==> src/rtl/fault_seq_pkg.sv <==
package fault_seq_pkg;
   localparam int WORD_W  = 8;
   localparam int RETRY_W = 3;
   localparam int DCODE_W = 3;
   localparam int NUM_DLY = 1 << DCODE_W;
   localparam logic [RETRY_W-1:0] RETRY_FOREVER = '1;

   typedef enum logic [1:0] {
      ACT_IGNORE = 2'b00,
      ACT_LATCH  = 2'b01,
      ACT_RETRY  = 2'b10,
      ACT_HOLD   = 2'b11
   } act_e;

   typedef enum logic [1:0] {
      ST_RUN,
      ST_HOLD,
      ST_WAIT,
      ST_LATCH
   } seq_st_e;

   typedef struct packed {
      act_e               act;
      logic [RETRY_W-1:0] retries;
      logic [DCODE_W-1:0] dly;
   } resp_word_t;
endpackage

==> src/rtl/fault_resp_resolve.sv <==
module fault_resp_resolve
   import fault_seq_pkg::*;
#(
   parameter int N_FAULT = 4
) (
   input  logic [N_FAULT-1:0]        fault_i,
   input  logic [N_FAULT*WORD_W-1:0] resp_i,
   output logic                      any_latch_o,
   output logic                      any_retry_o,
   output logic                      any_hold_o,
   output logic [RETRY_W-1:0]        min_retry_o,
   output logic [DCODE_W-1:0]        dly_code_o
);
   logic [N_FAULT-1:0] latch_v, retry_v, hold_v;
   logic [RETRY_W-1:0] retry_f [N_FAULT];
   logic [DCODE_W-1:0] dly_f   [N_FAULT];

   for (genvar g = 0; g < N_FAULT; g++) begin : g_dec
      resp_word_t w;
      assign w          = resp_word_t'(resp_i[g*WORD_W +: WORD_W]);
      assign latch_v[g] = fault_i[g] && (w.act == ACT_LATCH);
      assign retry_v[g] = fault_i[g] && (w.act == ACT_RETRY);
      assign hold_v[g]  = fault_i[g] && (w.act == ACT_HOLD);
      assign retry_f[g] = w.retries;
      assign dly_f[g]   = w.dly;
   end

   assign any_latch_o = |latch_v;
   assign any_retry_o = |retry_v;
   assign any_hold_o  = |hold_v;

   // smallest retry count; delay code of the lowest-numbered retry source
   always_comb begin
      min_retry_o = RETRY_FOREVER;
      dly_code_o  = '0;
      for (int i = N_FAULT - 1; i >= 0; i--) begin
         if (retry_v[i]) begin
            if (retry_f[i] < min_retry_o) min_retry_o = retry_f[i];
            dly_code_o = dly_f[i];
         end
      end
   end

   // the chosen count never exceeds any active retry field
   always_comb begin
      for (int i = 0; i < N_FAULT; i++) begin
         if (retry_v[i]) begin
            p_min_pick_r8: assert (min_retry_o <= retry_f[i])
               else $error("resolved retry count above an active field");
         end
      end
   end
endmodule

==> src/rtl/fault_delay_timer.sv <==
module fault_delay_timer
   import fault_seq_pkg::*;
#(
   parameter int                              TICK_W    = 16,
   parameter logic [NUM_DLY-1:0][TICK_W-1:0]  DLY_TICKS = '0
) (
   input  logic               clk,
   input  logic               rst_n,
   input  logic               load_i,
   input  logic [DCODE_W-1:0] code_i,
   input  logic               tick_i,
   output logic               done_o
);
   if (TICK_W < 1) begin : g_bad_w
      $error("TICK_W must be at least 1");
   end

   logic [TICK_W-1:0] cnt_q;

   always_ff @(posedge clk or negedge rst_n) begin
      if (!rst_n)                      cnt_q <= '0;
      else if (load_i)                 cnt_q <= DLY_TICKS[code_i];
      else if (tick_i && cnt_q != '0)  cnt_q <= cnt_q - 1'b1;
   end

   assign done_o = (cnt_q == '0);

   // the count only moves on a load or a tick
   p_cnt_stable_r5: assert property (@(posedge clk) disable iff (!rst_n)
      (!load_i && !tick_i) |=> $stable(cnt_q));
endmodule

==> src/rtl/fault_resp_seq.sv <==
module fault_resp_seq
   import fault_seq_pkg::*;
#(
   parameter int                             N_FAULT   = 4,
   parameter int                             TICK_W    = 16,
   parameter logic [NUM_DLY-1:0][TICK_W-1:0] DLY_TICKS = {16'd2000, 16'd1000, 16'd500, 16'd250,
                                                          16'd100,  16'd50,   16'd20,  16'd10}
) (
   input  logic                      clk,
   input  logic                      rst_n,
   input  logic                      ms_tick_i,
   input  logic [N_FAULT-1:0]        fault_i,
   input  logic [N_FAULT*WORD_W-1:0] resp_i,
   input  logic                      rd_clr_i,
   input  logic                      clear_i,
   output logic                      out_en_o,
   output logic [N_FAULT-1:0]        flags_o,
   output logic                      latched_off_o
);
   if (N_FAULT < 1) begin : g_bad_n
      $error("N_FAULT must be at least 1");
   end

   logic               any_latch, any_retry, any_hold, tmr_done, tmr_load;
   logic [RETRY_W-1:0] min_r, eff_r, left_q, left_d;
   logic [DCODE_W-1:0] dly_code;
   logic               armed_q, armed_d;
   logic [N_FAULT-1:0] flags_q;
   seq_st_e            st_q, st_d;

   fault_resp_resolve #(.N_FAULT(N_FAULT)) i_resolve (
      .fault_i     (fault_i),
      .resp_i      (resp_i),
      .any_latch_o (any_latch),
      .any_retry_o (any_retry),
      .any_hold_o  (any_hold),
      .min_retry_o (min_r),
      .dly_code_o  (dly_code)
   );

   fault_delay_timer #(.TICK_W(TICK_W), .DLY_TICKS(DLY_TICKS)) i_timer (
      .clk    (clk),
      .rst_n  (rst_n),
      .load_i (tmr_load),
      .code_i (dly_code),
      .tick_i (ms_tick_i),
      .done_o (tmr_done)
   );

   // budget in force: fresh count, or the smaller of what is left and the new count
   assign eff_r = (armed_q && left_q < min_r) ? left_q : min_r;

   always_comb begin
      st_d     = st_q;
      left_d   = left_q;
      armed_d  = clear_i ? 1'b0 : armed_q;
      tmr_load = 1'b0;
      unique case (st_q)
         ST_RUN, ST_HOLD: begin
            if (any_latch) begin
               st_d = ST_LATCH;
            end else if (any_retry) begin
               if (eff_r == '0) begin
                  st_d = ST_LATCH;
               end else begin
                  st_d     = ST_WAIT;
                  tmr_load = 1'b1;
                  armed_d  = 1'b1;
                  left_d   = (eff_r == RETRY_FOREVER) ? eff_r : eff_r - 1'b1;
               end
            end else if (any_hold) begin
               st_d = ST_HOLD;
            end else begin
               st_d = ST_RUN;
            end
         end
         ST_WAIT: begin
            if (any_latch)     st_d = ST_LATCH;
            else if (tmr_done) st_d = ST_RUN;
         end
         ST_LATCH: begin
            if (clear_i) st_d = ST_RUN;
         end
         default: st_d = ST_RUN;
      endcase
   end

   always_ff @(posedge clk or negedge rst_n) begin
      if (!rst_n) begin
         st_q    <= ST_RUN;
         left_q  <= '0;
         armed_q <= 1'b0;
         flags_q <= '0;
      end else begin
         st_q    <= st_d;
         left_q  <= left_d;
         armed_q <= armed_d;
         flags_q <= (rd_clr_i ? '0 : flags_q) | fault_i;
      end
   end

   assign out_en_o      = (st_q == ST_RUN);
   assign latched_off_o = (st_q == ST_LATCH);
   assign flags_o       = flags_q;

   // the latched-off state is left only through the clear
   p_latch_hold_r3: assert property (@(posedge clk) disable iff (!rst_n)
      (st_q == ST_LATCH && !clear_i) |=> (st_q == ST_LATCH));

   // without a read strobe no flag bit falls
   p_flag_sticky_r2: assert property (@(posedge clk) disable iff (!rst_n)
      !rd_clr_i |=> ((flags_q & $past(flags_q)) == $past(flags_q)));

   // an armed budget never grows before a clear
   p_budget_mono_r6: assert property (@(posedge clk) disable iff (!rst_n)
      (armed_q && !clear_i) |=> (left_q <= $past(left_q)));

   // hold releases once no blocking fault is sampled
   p_hold_exit_r4: assert property (@(posedge clk) disable iff (!rst_n)
      (st_q == ST_HOLD && !any_hold && !any_latch && !any_retry) |=> out_en_o);
endmodule

==> config.mk <==
export PLATFORM = sky130hd
export DESIGN_NAME = fault_resp_seq
export DESIGN_NICKNAME = d
export VERILOG_FILES = /design/src/rtl/fault_seq_pkg.sv /design/src/rtl/fault_resp_resolve.sv /design/src/rtl/fault_delay_timer.sv /design/src/rtl/fault_resp_seq.sv
export SDC_FILE = /design/constraint.sdc
export NUM_CORES = 1
export LEC_CHECK = 0
export ABC_AREA = 0
export CAP_MARGIN = 25
export CORE_MARGIN = 3
export CORE_UTILIZATION = 35
export CTS_CLUSTER_DIAMETER = 200
export DETAILED_ROUTE_END_ITERATION = 6
export DONT_BUFFER_PORTS = 1
export PLACE_DENSITY = 0.51
export SYNTH_ARGS = -nofsm -noshare
export SYNTH_HDL_FRONTEND = slang
export SYNTH_SLANG_ARGS = --single-unit
==> constraint.sdc <==
create_clock -name clk -period 4.5 [get_ports clk]
set_clock_uncertainty 0.2 [all_clocks]
set_input_delay 0.9 -clock clk [delete_from_list [all_inputs] [get_ports clk]]
set_output_delay 0.9 -clock clk [all_outputs]
set_load 0.005 [all_outputs]
==> impl_results.rst, run 1 <==
.. list-table::
   :header-rows: 1

   * - Metric
     - Value
   * - Overall die width
     - 84.6 um
   * - Failing checks
     - setup timing
   * - Congestion Overflow GR
     - 0
   * - Number of flops mapped to enable cells by yosys
     - 0
   * - Worst-path cell with the longest stage delay
     - sky130_fd_sc_hd__or4_1
   * - Mean Syn Cell Area
     - 8.03 um2
   * - Count of pins over their slew limit
     - 0
   * - Depth of the most critical reg-to-reg path
     - 10
   * - Async set-reset flop share out of synthesis
     - 1.00
   * - Count of input and output buffers
     - 0
   * - Slowest cell delay on critical path
     - 0.47 ns
   * - Pin count of the biggest net entering global routing
     - 27
   * - Rel. slew slack
     - 0.399
   * - Launching element of the worst setup path
     - resp_i[30]
   * - Final critical-path share of the clock period
     - 1.04
   * - Startpoint types
     - input pin
   * - Signed area change from the synthesized netlist to the final layout
     - 25.7%
   * - Setup repair after global routing missed its margin
     - yes
   * - Vias post-DR
     - 1945
   * - Sink Count
     - 26
   * - Fraction of final layout cells sized beyond drive strength 1
     - 0.208
   * - Nets in the synthesized netlist
     - 328
   * - Post-DRT Antenna Nets
     - 0
   * - Total wire length
     - 5.25 mm
   * - Dpl cells
     - 361
   * - Number of standard-cell rows in the floorplan
     - 27
   * - Post-placement setup slack
     - -0.638 ns
   * - CP Capture Point
     - left_q[2]
   * - Slew at the pin with the worst max-slew slack
     - 0.901 ns
   * - Flop and latch count out of synthesis
     - 26
   * - Max Fanout on Critical Path
     - 8
   * - Final Setup Violations
     - 20
   * - Dominant register cell in the synthesized netlist
     - sky130_fd_sc_hd__dfrtp_1
   * - Std-Cell Core Area
     - 5740 um2
   * - Die area
     - 7150 um2
   * - Startpoint of the lowest-slack register-to-register path
     - left_q[2]
   * - Classification of the worst setup path
     - input pin to register
   * - Clk Latency, worst-skew pair
     - 0.27 ns
   * - Router iterations before antenna repair
     - 4
   * - Result of the run
     - complete, but fails checks
   * - Largest voltage drop on the vdd net
     - 0.259 mV
   * - Crit path depth
     - 19
   * - Worst-path cell chain
     - nand3b_1 -> buf_4 -> nor2_1 -> ha_1 -> nor2b_1 -> or4_1 -> a22o_1 -> a211oi_2 -> a311oi_4 -> buf_4 -> o2bb2ai_2 -> a31o_1 -> nand2_1 -> mux2_4 -> ha_4 -> ha_4 -> or4_4 -> o21a_1 -> o21ai_1
   * - Leakage power total
     - 1.22 nW
   * - Effective utilization at floorplan
     - 0.376
   * - Final instance count without filler cells
     - 370
   * - Hold Buf Count CTS
     - 0
   * - Worst min-delay path category
     - input pin to asynchronous set/reset pin
   * - IO Pins
     - 47
   * - Number of buffers on the longest clock path
     - 2
   * - Total power draw
     - 1.07 mW
   * - Weighted congestion at the end of routability-driven global placement
     - 0.822
   * - Post-layout minimum cycle time
     - 4.66 ns
   * - Root buf cell
     - sky130_fd_sc_hd__clkbuf_8
   * - Buffering stage count on the worst path with inverters included
     - 2
   * - PwrDens
     - 392 nW/um2
   * - Remaining routing DRC violations
     - 0
   * - Die outline height
     - 84.6 um
   * - Maxcap violations
     - 0
   * - Arrival @ worst endpoint
     - 4.67 ns
   * - Kind of cell adding the most delay to the critical path
     - simple AND/OR/NAND/NOR gates
   * - DP Wirelength
     - 4.17 mm
   * - End of the worst register-to-register path
     - left_q[2]
   * - Gate Count Post-Synth
     - 269
   * - Total count of hold-check failures in the final report
     - 0
   * - Number of buffers inserted during clock tree synthesis
     - 3
   * - Wire length of the first global-routing pass
     - 8.84 mm
   * - CTS tree
     - yes
   * - CTS HTree Levels
     - 1
   * - Number of distinct library cells after synthesis
     - 57
   * - Synth warnings
     - 0
   * - Share of the yosys chip area belonging to registers
     - 0.301
   * - Via count of the first global-routing pass
     - 1922
   * - Upper clock frequency limit
     - 214 MHz
   * - Nature of the critical path endpoint
     - register
   * - Initial antenna violation count
     - 0
   * - Fin Setup TNS
     - -0.992 ns
   * - Final setup margin
     - -0.163 ns
   * - Via/cell ratio
     - 5.26
   * - Post-synthesis instance area
     - 2160 um2
   * - Filler Cell Count
     - 571
   * - Antenna Cells
     - 0
   * - Required time of the worst setup path
     - 4.51 ns
   * - Number of design-rule violations left by the first detailed-router iteration
     - 70
   * - Clock Pin Slew Worst Setup and Hold Paths
     - 0.10 ns
   * - Tot GR Track Use
     - 0.149
   * - Routed length per instance
     - 14.2 um
   * - Reg2reg setup slack
     - 1.71 ns
   * - Final Net Count
     - 358
[power breakdown]
group          internal [mW]  switching, mW
clock                  0.119         0.0752
sequential             0.321         0.0937
combinational          0.233          0.224
[metrics by stage]
stage / hold slack (ns) / utilization / instance area [um2]
2_1_floorplan: 0.274 / - / 2240
4_1_cts: 0.100 / 0.456 / 2620
3_5_place_dp: 0.297 / 0.434 / 2490
6_report: 0.108 / 0.473 / 2720
3_3_place_gp: 0.293 / 0.434 / 2490
5_1_grt: 0.0837 / 0.473 / 2720
[sequential cells by signal, summed over array words and instances, names as in the netlist]
signal / cells
i_timer.cnt_q: 16
st_q: 2
armed_q: 1
left_q: 3
flags_o: 4
[synthesized netlist by cell type (all sizes together), types with 2 or more instances]
cell | count | area [um2]
and3 | 2 | 13.8
nand3 | 7 | 35.0
o21ai | 15 | 75.1
xnor2 | 10 | 87.6
a21o | 4 | 31.3
nor2 | 33 | 124
a31o | 3 | 26.3
and2 | 5 | 32.5
nor2b | 3 | 18.8
a31oi | 6 | 37.5
nor4 | 4 | 25.0
nand2b | 2 | 12.5
mux2i | 2 | 20.0
dfrtp | 26 | 651
or3 | 3 | 18.8
a21oi | 21 | 109
clkbuf | 7 | 26.3
o22ai | 3 | 18.8
or4 | 4 | 30.0
and2b | 2 | 16.3
ha | 18 | 225
nand2 | 29 | 109
nor3 | 8 | 45.0
a22oi | 3 | 22.5
nand3b | 4 | 42.5
o21a | 2 | 15.0
xor2 | 4 | 35.0
inv | 20 | 75.1
a211oi | 2 | 20.0
[cells by family after synthesis]
group	synth area share
mux	0.0145
xor+xnor	0.0568
buf+inv	0.0469
simple gates	0.262
flops	0.301
compound gates	0.214
fa+ha+maj	0.104
[layout by cell type (no fill, tap or decap), types with 4 or more instances in the layout]
cell type	Yosys	routed
sky130_fd_sc_hd__nand3_1	7	7
sky130_fd_sc_hd__buf_4	0	28
sky130_fd_sc_hd__o21ai_0	13	10
sky130_fd_sc_hd__a31oi_1	6	6
sky130_fd_sc_hd__dfrtp_1	26	26
sky130_fd_sc_hd__xor2_1	4	4
sky130_fd_sc_hd__nor2_1	33	32
sky130_fd_sc_hd__xnor2_1	10	10
sky130_fd_sc_hd__o21ai_1	2	5
sky130_fd_sc_hd__a21oi_1	20	19
sky130_fd_sc_hd__ha_1	18	14
sky130_fd_sc_hd__nand2_1	29	29
sky130_fd_sc_hd__nor3_1	7	7
sky130_fd_sc_hd__inv_1	20	19
[area by class of cell]
class                           count  area (um2)  area share
Clock buffer                        3        41.3      0.0152
Sequential cell                    26         651       0.240
Timing Repair Buffer               32         292       0.107
Inverter                           20        75.1      0.0276
Tap cell                           72        90.1      0.0332
Multi-Input combinational cell    216        1540       0.566
Clock inverter                      1        30.0      0.0111
[what timing repair did]
action                                  in CTS  in global routing
endpoints found under the setup margin      21                 21
cloned                                       0                  2
setup buffers                                2                  1
resized for setup                            7                  7
pin swaps                                    3                  0
[per-layer routing]
metal	global-route usage	share of wire
met1	0.209	0.50
met2	0.234	0.46
met3	0.0275	0.035
met4	0.0403	0.014
met5	0	0
[how the worst min path moves through the flow]
| stage | slack [ns] | end | cells after the start | from |
|---|---|---|---|---|
| floorplan | 0.27 | left_q[0] | 2 | left_q[0] |
| global placement | 0.29 | flags_o[0] | 1 | flags_o[0] |
| detailed placement | 0.30 | flags_o[0] | 1 | flags_o[0] |
| CTS | 0.1 | i_timer.cnt_q[13] | 0 | rst_n |
| global route | 0.08 | i_timer.cnt_q[4] | 0 | rst_n |
| finish | 0.11 | left_q[2] | 0 | rst_n |
Power figures use the tool's default switching activity.
==> run 2: changes to the inputs <==
CORE_UTILIZATION = 45   (was 35)
PLACE_DENSITY = 0.62   (was 0.51)
==> run 2 against run 1 <==
The flow still finishes with violations (setup timing). Clock power barely moved. Core utilization rose by 14 points. Via count rose by 2.4%. Routed wire length rose by 1.8%. Power rose by 5.0%. First-iteration DRC count rose by 13%. Worst setup slack got worse by 0.019 ns. Combinational power rose by 11%. Sequential share of layout area fell by 0.54 points. Largest power group unchanged. Sequential cell count did not move. Final cell count fell by 5.9%.
==> impl_results.rst, run 2 (same netlist as run 1, synthesis figures left out) <==
.. list-table::
   :header-rows: 1

   * - Metric
     - Value
   * - Dpl cells
     - 336
   * - Std-Cell Core Area
     - 4500 um2
   * - CTS HTree Levels
     - 1
   * - Required time of the worst setup path
     - 4.51 ns
   * - Routed length per instance
     - 15.4 um
   * - Total count of hold-check failures in the final report
     - 0
   * - Launching element of the worst setup path
     - resp_i[30]
   * - Final Net Count
     - 356
   * - Startpoint types
     - input pin
   * - Antenna Cells
     - 0
   * - Die outline height
     - 75.3 um
   * - Total wire length
     - 5.35 mm
   * - Final instance count without filler cells
     - 348
   * - Classification of the worst setup path
     - input pin to register
   * - Setup repair after global routing missed its margin
     - yes
   * - Weighted congestion at the end of routability-driven global placement
     - 0.904
   * - Leakage power total
     - 1.26 nW
   * - Number of design-rule violations left by the first detailed-router iteration
     - 79
   * - Post-layout minimum cycle time
     - 4.68 ns
   * - Sink Count
     - 26
   * - Number of buffers inserted during clock tree synthesis
     - 3
   * - Slew at the pin with the worst max-slew slack
     - 0.966 ns
   * - Filler Cell Count
     - 387
   * - Depth of the most critical reg-to-reg path
     - 9
   * - Nature of the critical path endpoint
     - register
   * - Signed area change from the synthesized netlist to the final layout
     - 28.6%
   * - Root buf cell
     - sky130_fd_sc_hd__clkbuf_8
   * - Max Fanout on Critical Path
     - 8
   * - Result of the run
     - complete, but fails checks
   * - Overall die width
     - 75.3 um
   * - Number of buffers on the longest clock path
     - 2
   * - Via/cell ratio
     - 5.72
   * - Register area
     - 651 um2
   * - Arrival @ worst endpoint
     - 4.69 ns
   * - Commonest cells after routing, fill and taps aside
     - 26 x sky130_fd_sc_hd__nor2_1, 26 x sky130_fd_sc_hd__nand2_1, 26 x sky130_fd_sc_hd__dfrtp_1
   * - Die area
     - 5670 um2
   * - Pin count of the biggest net entering global routing
     - 27
   * - Fin Setup TNS
     - -1.70 ns
   * - Buffering stage count on the worst path with inverters included
     - 1
   * - Clock Pin Slew Worst Setup and Hold Paths
     - 0.09 ns
   * - Hold Buf Count CTS
     - 0
   * - Via count of the first global-routing pass
     - 1765
   * - Startpoint of the lowest-slack register-to-register path
     - i_timer.cnt_q[8]
   * - Number of standard-cell rows in the floorplan
     - 24
   * - Reg2reg setup slack
     - 1.70 ns
   * - Post-layout util
     - 0.617
   * - Tot GR Track Use
     - 0.182
   * - Max reg flops
     - 16
   * - Count of input and output buffers
     - 0
   * - PwrDens
     - 403 nW/um2
   * - Failing checks
     - setup timing
   * - Upper clock frequency limit
     - 214 MHz
   * - Post-DRT Antenna Nets
     - 0
   * - Final Setup Violations
     - 19
   * - Kind of cell adding the most delay to the critical path
     - simple AND/OR/NAND/NOR gates
   * - Rel. slew slack
     - 0.356
   * - Worst-path cell with the longest stage delay
     - sky130_fd_sc_hd__or4_4
   * - CTS tree
     - yes
   * - Final critical-path share of the clock period
     - 1.04
   * - Largest voltage drop on the vdd net
     - 0.247 mV
   * - Register bank with the most flops
     - i_timer.cnt_q
   * - Worst-path cell chain
     - nand3b_1 -> nor2_2 -> inv_2 -> ha_4 -> and2b_2 -> nor3_4 -> nand3b_1 -> a31o_1 -> a311oi_2 -> o311ai_2 -> o2bb2ai_2 -> a31o_1 -> nand2_1 -> mux2_4 -> ha_4 -> ha_4 -> or4_4 -> o21a_1 -> o21ai_1
   * - IO Pins
     - 47
   * - Crit path top cell by count
     - sky130_fd_sc_hd__ha_4
   * - Maxcap violations
     - 0
   * - Clk Latency, worst-skew pair
     - 0.27 ns
   * - Initial antenna violation count
     - 0
   * - Combined area of the multi-input logic cells
     - 1630 um2
   * - Worst min-delay path category
     - input pin to asynchronous set/reset pin
   * - Slowest cell delay on critical path
     - 0.47 ns
   * - Remaining routing DRC violations
     - 0
   * - Final setup margin
     - -0.183 ns
   * - Count of pins over their slew limit
     - 0
   * - Fraction of final layout cells sized beyond drive strength 1
     - 0.280
   * - Effective utilization at floorplan
     - 0.479
   * - Router iterations before antenna repair
     - 4
   * - DP Wirelength
     - 4.03 mm
   * - Congestion Overflow GR
     - 0
   * - Vias post-DR
     - 1992
   * - End of the worst register-to-register path
     - i_timer.cnt_q[13]
   * - Wire length of the first global-routing pass
     - 8.04 mm
-- run 2: worst register-to-register path: stages, from the launching register on --
cell	delay [ns]
sky130_fd_sc_hd__dfrtp_1	0.40
sky130_fd_sc_hd__or4_1	0.57
sky130_fd_sc_hd__nor3_1	0.27
sky130_fd_sc_hd__nand2_1	0.16
sky130_fd_sc_hd__and2_0	0.27
sky130_fd_sc_hd__and4_1	0.29
sky130_fd_sc_hd__nand2_1	0.16
sky130_fd_sc_hd__nor3_1	0.08
sky130_fd_sc_hd__xnor2_1	0.24
sky130_fd_sc_hd__nor2_4	0.06
-- run 2: worst max-delay path by stage --
| stage | to | slack (ns) | cells after the start |
|---|---|---|---|
| floorplan | left_q[2] | -0.40 | 20 |
| global placement | left_q[2] | -0.45 | 22 |
| detailed placement | left_q[2] | -0.60 | 22 |
| CTS | left_q[2] | -0.14 | 19 |
| global route | left_q[2] | -0.36 | 19 |
| finish | left_q[2] | -0.18 | 19 |
-- run 2: power by group --
part / switching [mW] / internal [mW] / leakage, nW
combinational: 0.254 / 0.253 / 0.904
sequential: 0.0948 / 0.321 / 0.318
clock: 0.0771 / 0.119 / 0.0357
-- run 2: through the flow --
stage	setup slack (ns)	hold slack [ns]	total power [mW]	instance area [um2]
after floorplan	-0.397	0.274	0.730	2240
after global placement	-0.447	0.290	0.820	2430
after detailed placement	-0.597	0.297	0.828	2430
after CTS	-0.140	0.0964	1.03	2530
after global routing	-0.355	0.0825	1.21	2780
final	-0.183	0.106	1.12	2780
-- run 2: layout make-up --
| cell class | count | share of cell area |
|---|---|---|
| Clock buffer | 3 | 0.0149 |
| Tap cell | 52 | 0.0234 |
| Multi-Input combinational cell | 216 | 0.587 |
| Sequential cell | 26 | 0.234 |
| Inverter | 20 | 0.0270 |
| Timing Repair Buffer | 30 | 0.102 |
| Clock inverter | 1 | 0.0108 |
-- run 2: routing by layer --
metal,routed length [um],vias to the layer above,track usage
met5,0,-,0
met4,55,0,0.0447
met3,268,6,0.0454
met2,2530,40,0.292
met1,2490,939,0.247
li1,-,1007,-
-- run 2: timing repair --
item / 4_1_cts / 5_1_grt
buffers inserted: 2 / 3
hold endpoints to repair: 0 / 0
pin swaps: 2 / 10
resized for setup: 4 / 42
gates cloned: 0 / 3
endpoints found under the setup margin: 21 / 21
==> run 3: changes to the inputs <==
clock period = 4.9 ns   (was 4.5 ns; I/O delays follow)
==> run 3 against run 2 <==
The run now ends clean. First-iteration DRC count grew 15%. Register-to-register slack gained 0.41 ns. Clock power shrank 9%. Clock-buffer cell count is the same. Routed wire length grew 0.62%. Via count shrank 1.9%. Global-route usage shrank 0.19 points. Worst setup slack gained 0.23 ns. Non-clock buffer count shrank 1. Sequential cell count is the same. Die area is the same. Critical endpoint unchanged. Largest power group unchanged.
==> impl_results.rst, run 3 (same netlist as run 1, synthesis figures left out) <==
.. list-table::
   :header-rows: 1

   * - Metric
     - Value
   * - Count of pins over their slew limit
     - 0
   * - Switching portion of total power
     - 0.377
   * - Largest voltage drop on the vdd net
     - 0.261 mV
   * - Post-DRT Antenna Nets
     - 0
   * - Sink Count
     - 26
   * - Upper clock frequency limit
     - 206 MHz
   * - Antenna Cells
     - 0
   * - Post-layout minimum cycle time
     - 4.85 ns
   * - Effective utilization at floorplan
     - 0.479
   * - Weighted congestion at the end of routability-driven global placement
     - 0.895
   * - Number of design-rule violations left by the first detailed-router iteration
     - 91
   * - Portion of total power attributed to the clock network
     - 0.177
   * - Result of the run
     - complete, no violations
   * - Slew at the pin with the worst max-slew slack
     - 1.19 ns
   * - Classification of the worst setup path
     - input pin to register
   * - Commonest cells after routing, fill and taps aside
     - 31 x sky130_fd_sc_hd__nor2_1, 27 x sky130_fd_sc_hd__nand2_1, 26 x sky130_fd_sc_hd__dfrtp_1
   * - Via count of the first global-routing pass
     - 1769
   * - Reg power frac
     - 0.373
   * - Signed area change from the synthesized netlist to the final layout
     - 26.3%
   * - Max reg flops
     - 16
   * - Leakage power total
     - 1.24 nW
   * - Reg2reg setup slack
     - 2.11 ns
   * - Routed length per instance
     - 15.5 um
   * - IO Pins
     - 47
   * - Depth of the most critical reg-to-reg path
     - 10
   * - Setup repair after global routing missed its margin
     - yes
   * - Buffering stage count on the worst path with inverters included
     - 1
   * - Max Fanout on Critical Path
     - 8
   * - Leading cell type in the layout, fill and taps excluded
     - sky130_fd_sc_hd__nor2_1
   * - Pin count of the biggest net entering global routing
     - 27
   * - Remaining routing DRC violations
     - 0
   * - Nature of the critical path endpoint
     - register
   * - Count of input and output buffers
     - 0
   * - Router iterations before antenna repair
     - 4
   * - Number of buffers inserted during clock tree synthesis
     - 3
   * - CTS HTree Levels
     - 1
   * - Number of buffers on the longest clock path
     - 2
   * - Clk Latency, worst-skew pair
     - 0.27 ns
   * - Maxcap violations
     - 0
   * - Final critical-path share of the clock period
     - 0.991
   * - Clock Pin Slew Worst Setup and Hold Paths
     - 0.10 ns
   * - Crit path top cell by count
     - sky130_fd_sc_hd__ha_4
   * - Dpl cells
     - 334
   * - Worst min-delay path category
     - input pin to asynchronous set/reset pin
   * - Initial antenna violation count
     - 0
   * - Die area
     - 5670 um2
   * - Comb pwr share
     - 0.450
   * - Total wire length
     - 5.38 mm
   * - Arrival @ worst endpoint
     - 4.85 ns
   * - Kind of cell adding the most delay to the critical path
     - compound AO/OA/AOI/OAI gates
   * - Hold slack final
     - 0.184 ns
   * - CTS tree
     - yes
   * - Required time of the worst setup path
     - 4.90 ns
   * - Slowest cell delay on critical path
     - 0.47 ns
   * - Fraction of final layout cells sized beyond drive strength 1
     - 0.237
   * - Final Setup Violations
     - 0
   * - Final Net Count
     - 355
   * - Worst-path cell with the longest stage delay
     - sky130_fd_sc_hd__or4_4
   * - Internal power consumption
     - 0.632 mW
   * - Tot GR Track Use
     - 0.180
   * - Rel. slew slack
     - 0.204
   * - Startpoint of the lowest-slack register-to-register path
     - left_q[2]
   * - Register bank with the most flops
     - i_timer.cnt_q
   * - Number of standard-cell rows in the floorplan
     - 24
   * - Congestion Overflow GR
     - 0
   * - PwrDens
     - 371 nW/um2
   * - Total count of hold-check failures in the final report
     - 0
   * - Wire length of the first global-routing pass
     - 8.09 mm
   * - End of the worst register-to-register path
     - left_q[2]
   * - Via/cell ratio
     - 5.63
   * - Die outline height
     - 75.3 um
   * - DP Wirelength
     - 4.08 mm
   * - Vias post-DR
     - 1955
   * - Net switching power
     - 0.381 mW
   * - Std-Cell Core Area
     - 4500 um2
   * - Startpoint types
     - input pin
   * - Root buf cell
     - sky130_fd_sc_hd__clkbuf_8
   * - Worst-path cell chain
     - nand3b_1 -> nor2_2 -> inv_2 -> ha_4 -> and2b_2 -> nor3_4 -> nand3b_1 -> a31o_1 -> a311oi_2 -> o311ai_4 -> o2bb2ai_4 -> a31o_1 -> nand2_1 -> mux2_4 -> ha_4 -> ha_4 -> or4_4 -> o21a_1 -> o21ai_1
   * - Overall die width
     - 75.3 um
   * - Final instance count without filler cells
     - 347
[run 3: cell types whose count changed in the layout (fill, tap and decap cells not counted), moves of 2 or more]
cell | previous run | this run
sky130_fd_sc_hd__nor2_1 | 26 | 31
sky130_fd_sc_hd__nor2_2 | 4 | 1
sky130_fd_sc_hd__a21oi_1 | 12 | 16
sky130_fd_sc_hd__o21ai_1 | 5 | 3
sky130_fd_sc_hd__a21oi_2 | 9 | 5
sky130_fd_sc_hd__nor2_4 | 3 | 1
sky130_fd_sc_hd__o21ai_0 | 7 | 9
[run 3: how the worst max path moves through the flow]
stage / depth (start not counted) / from / slack, ns / end
after global routing: 19 / resp_i[30] / -0.13 / left_q[2]
after floorplan: 20 / resp_i[30] / -0.08 / left_q[2]
after CTS: 22 / resp_i[30] / 0.01 / left_q[2]
after global placement: 19 / resp_i[30] / -0.15 / left_q[2]
final: 19 / resp_i[30] / 0.05 / left_q[2]
after detailed placement: 22 / resp_i[30] / -0.25 / left_q[2]
[run 3: through the flow]
stage               setup slack [ns]  utilization  TNS [ns]  instance area (um2)  power [mW]
floorplan                    -0.0767            -    -0.195                 2240       0.668
global placement              -0.151        0.534    -0.317                 2410       0.759
detailed placement            -0.252        0.534     -1.31                 2410       0.769
CTS                           0.0111        0.550         0                 2480       0.950
global route                  -0.128        0.606     -1.02                 2730        1.10
finish                        0.0461        0.606         0                 2730        1.01
[run 3: cell type report]
class                   count  area [um2]
fillers                   387        1780
well taps                  52        65.1
flip-flops and latches     26         651
repair buffers             29         269
clock inverters             1        30.0
multi-input cells         216        1600
inverters                  20        75.1
clock buffers               3        41.3
[run 3: what timing repair did]
action | CTS | global route
hold buffers | 0 | 0
resized for setup | 0 | 30
endpoints found under the hold margin | 0 | 0
buffers inserted | 0 | 6
setup endpoints to repair | 0 | 17
[run 3: power groups by stage]
stage / sequential, mW / clock (mW) / combinational (mW)
after floorplan: 0.354 / 0 / 0.314
after global placement: 0.380 / 0 / 0.379
after detailed placement: 0.382 / 0 / 0.387
after CTS: 0.377 / 0.183 / 0.390
after global routing: 0.392 / 0.192 / 0.517
final: 0.378 / 0.179 / 0.456
[run 3: per-layer routing]
metal	up-vias	routed length, um	GRT usage	share of wire
met4	0	0	0.0117	0
met2	35	2590	0.298	0.48
met1	914	2510	0.250	0.47
met3	0	285	0.0454	0.053
met5	-	0	0	0
li1	1006	-	-	-
[run 3: worst register-to-register path: stages (launching register included)]
cell                      delay, ns
sky130_fd_sc_hd__dfrtp_1       0.42
sky130_fd_sc_hd__ha_1          0.31
sky130_fd_sc_hd__o21ai_0       0.11
sky130_fd_sc_hd__a31o_1        0.20
sky130_fd_sc_hd__nand2_1       0.07
sky130_fd_sc_hd__mux2_4        0.32
sky130_fd_sc_hd__ha_4          0.18
sky130_fd_sc_hd__ha_4          0.15
sky130_fd_sc_hd__or4_4         0.47
sky130_fd_sc_hd__o21a_1        0.19
sky130_fd_sc_hd__o21ai_1       0.11
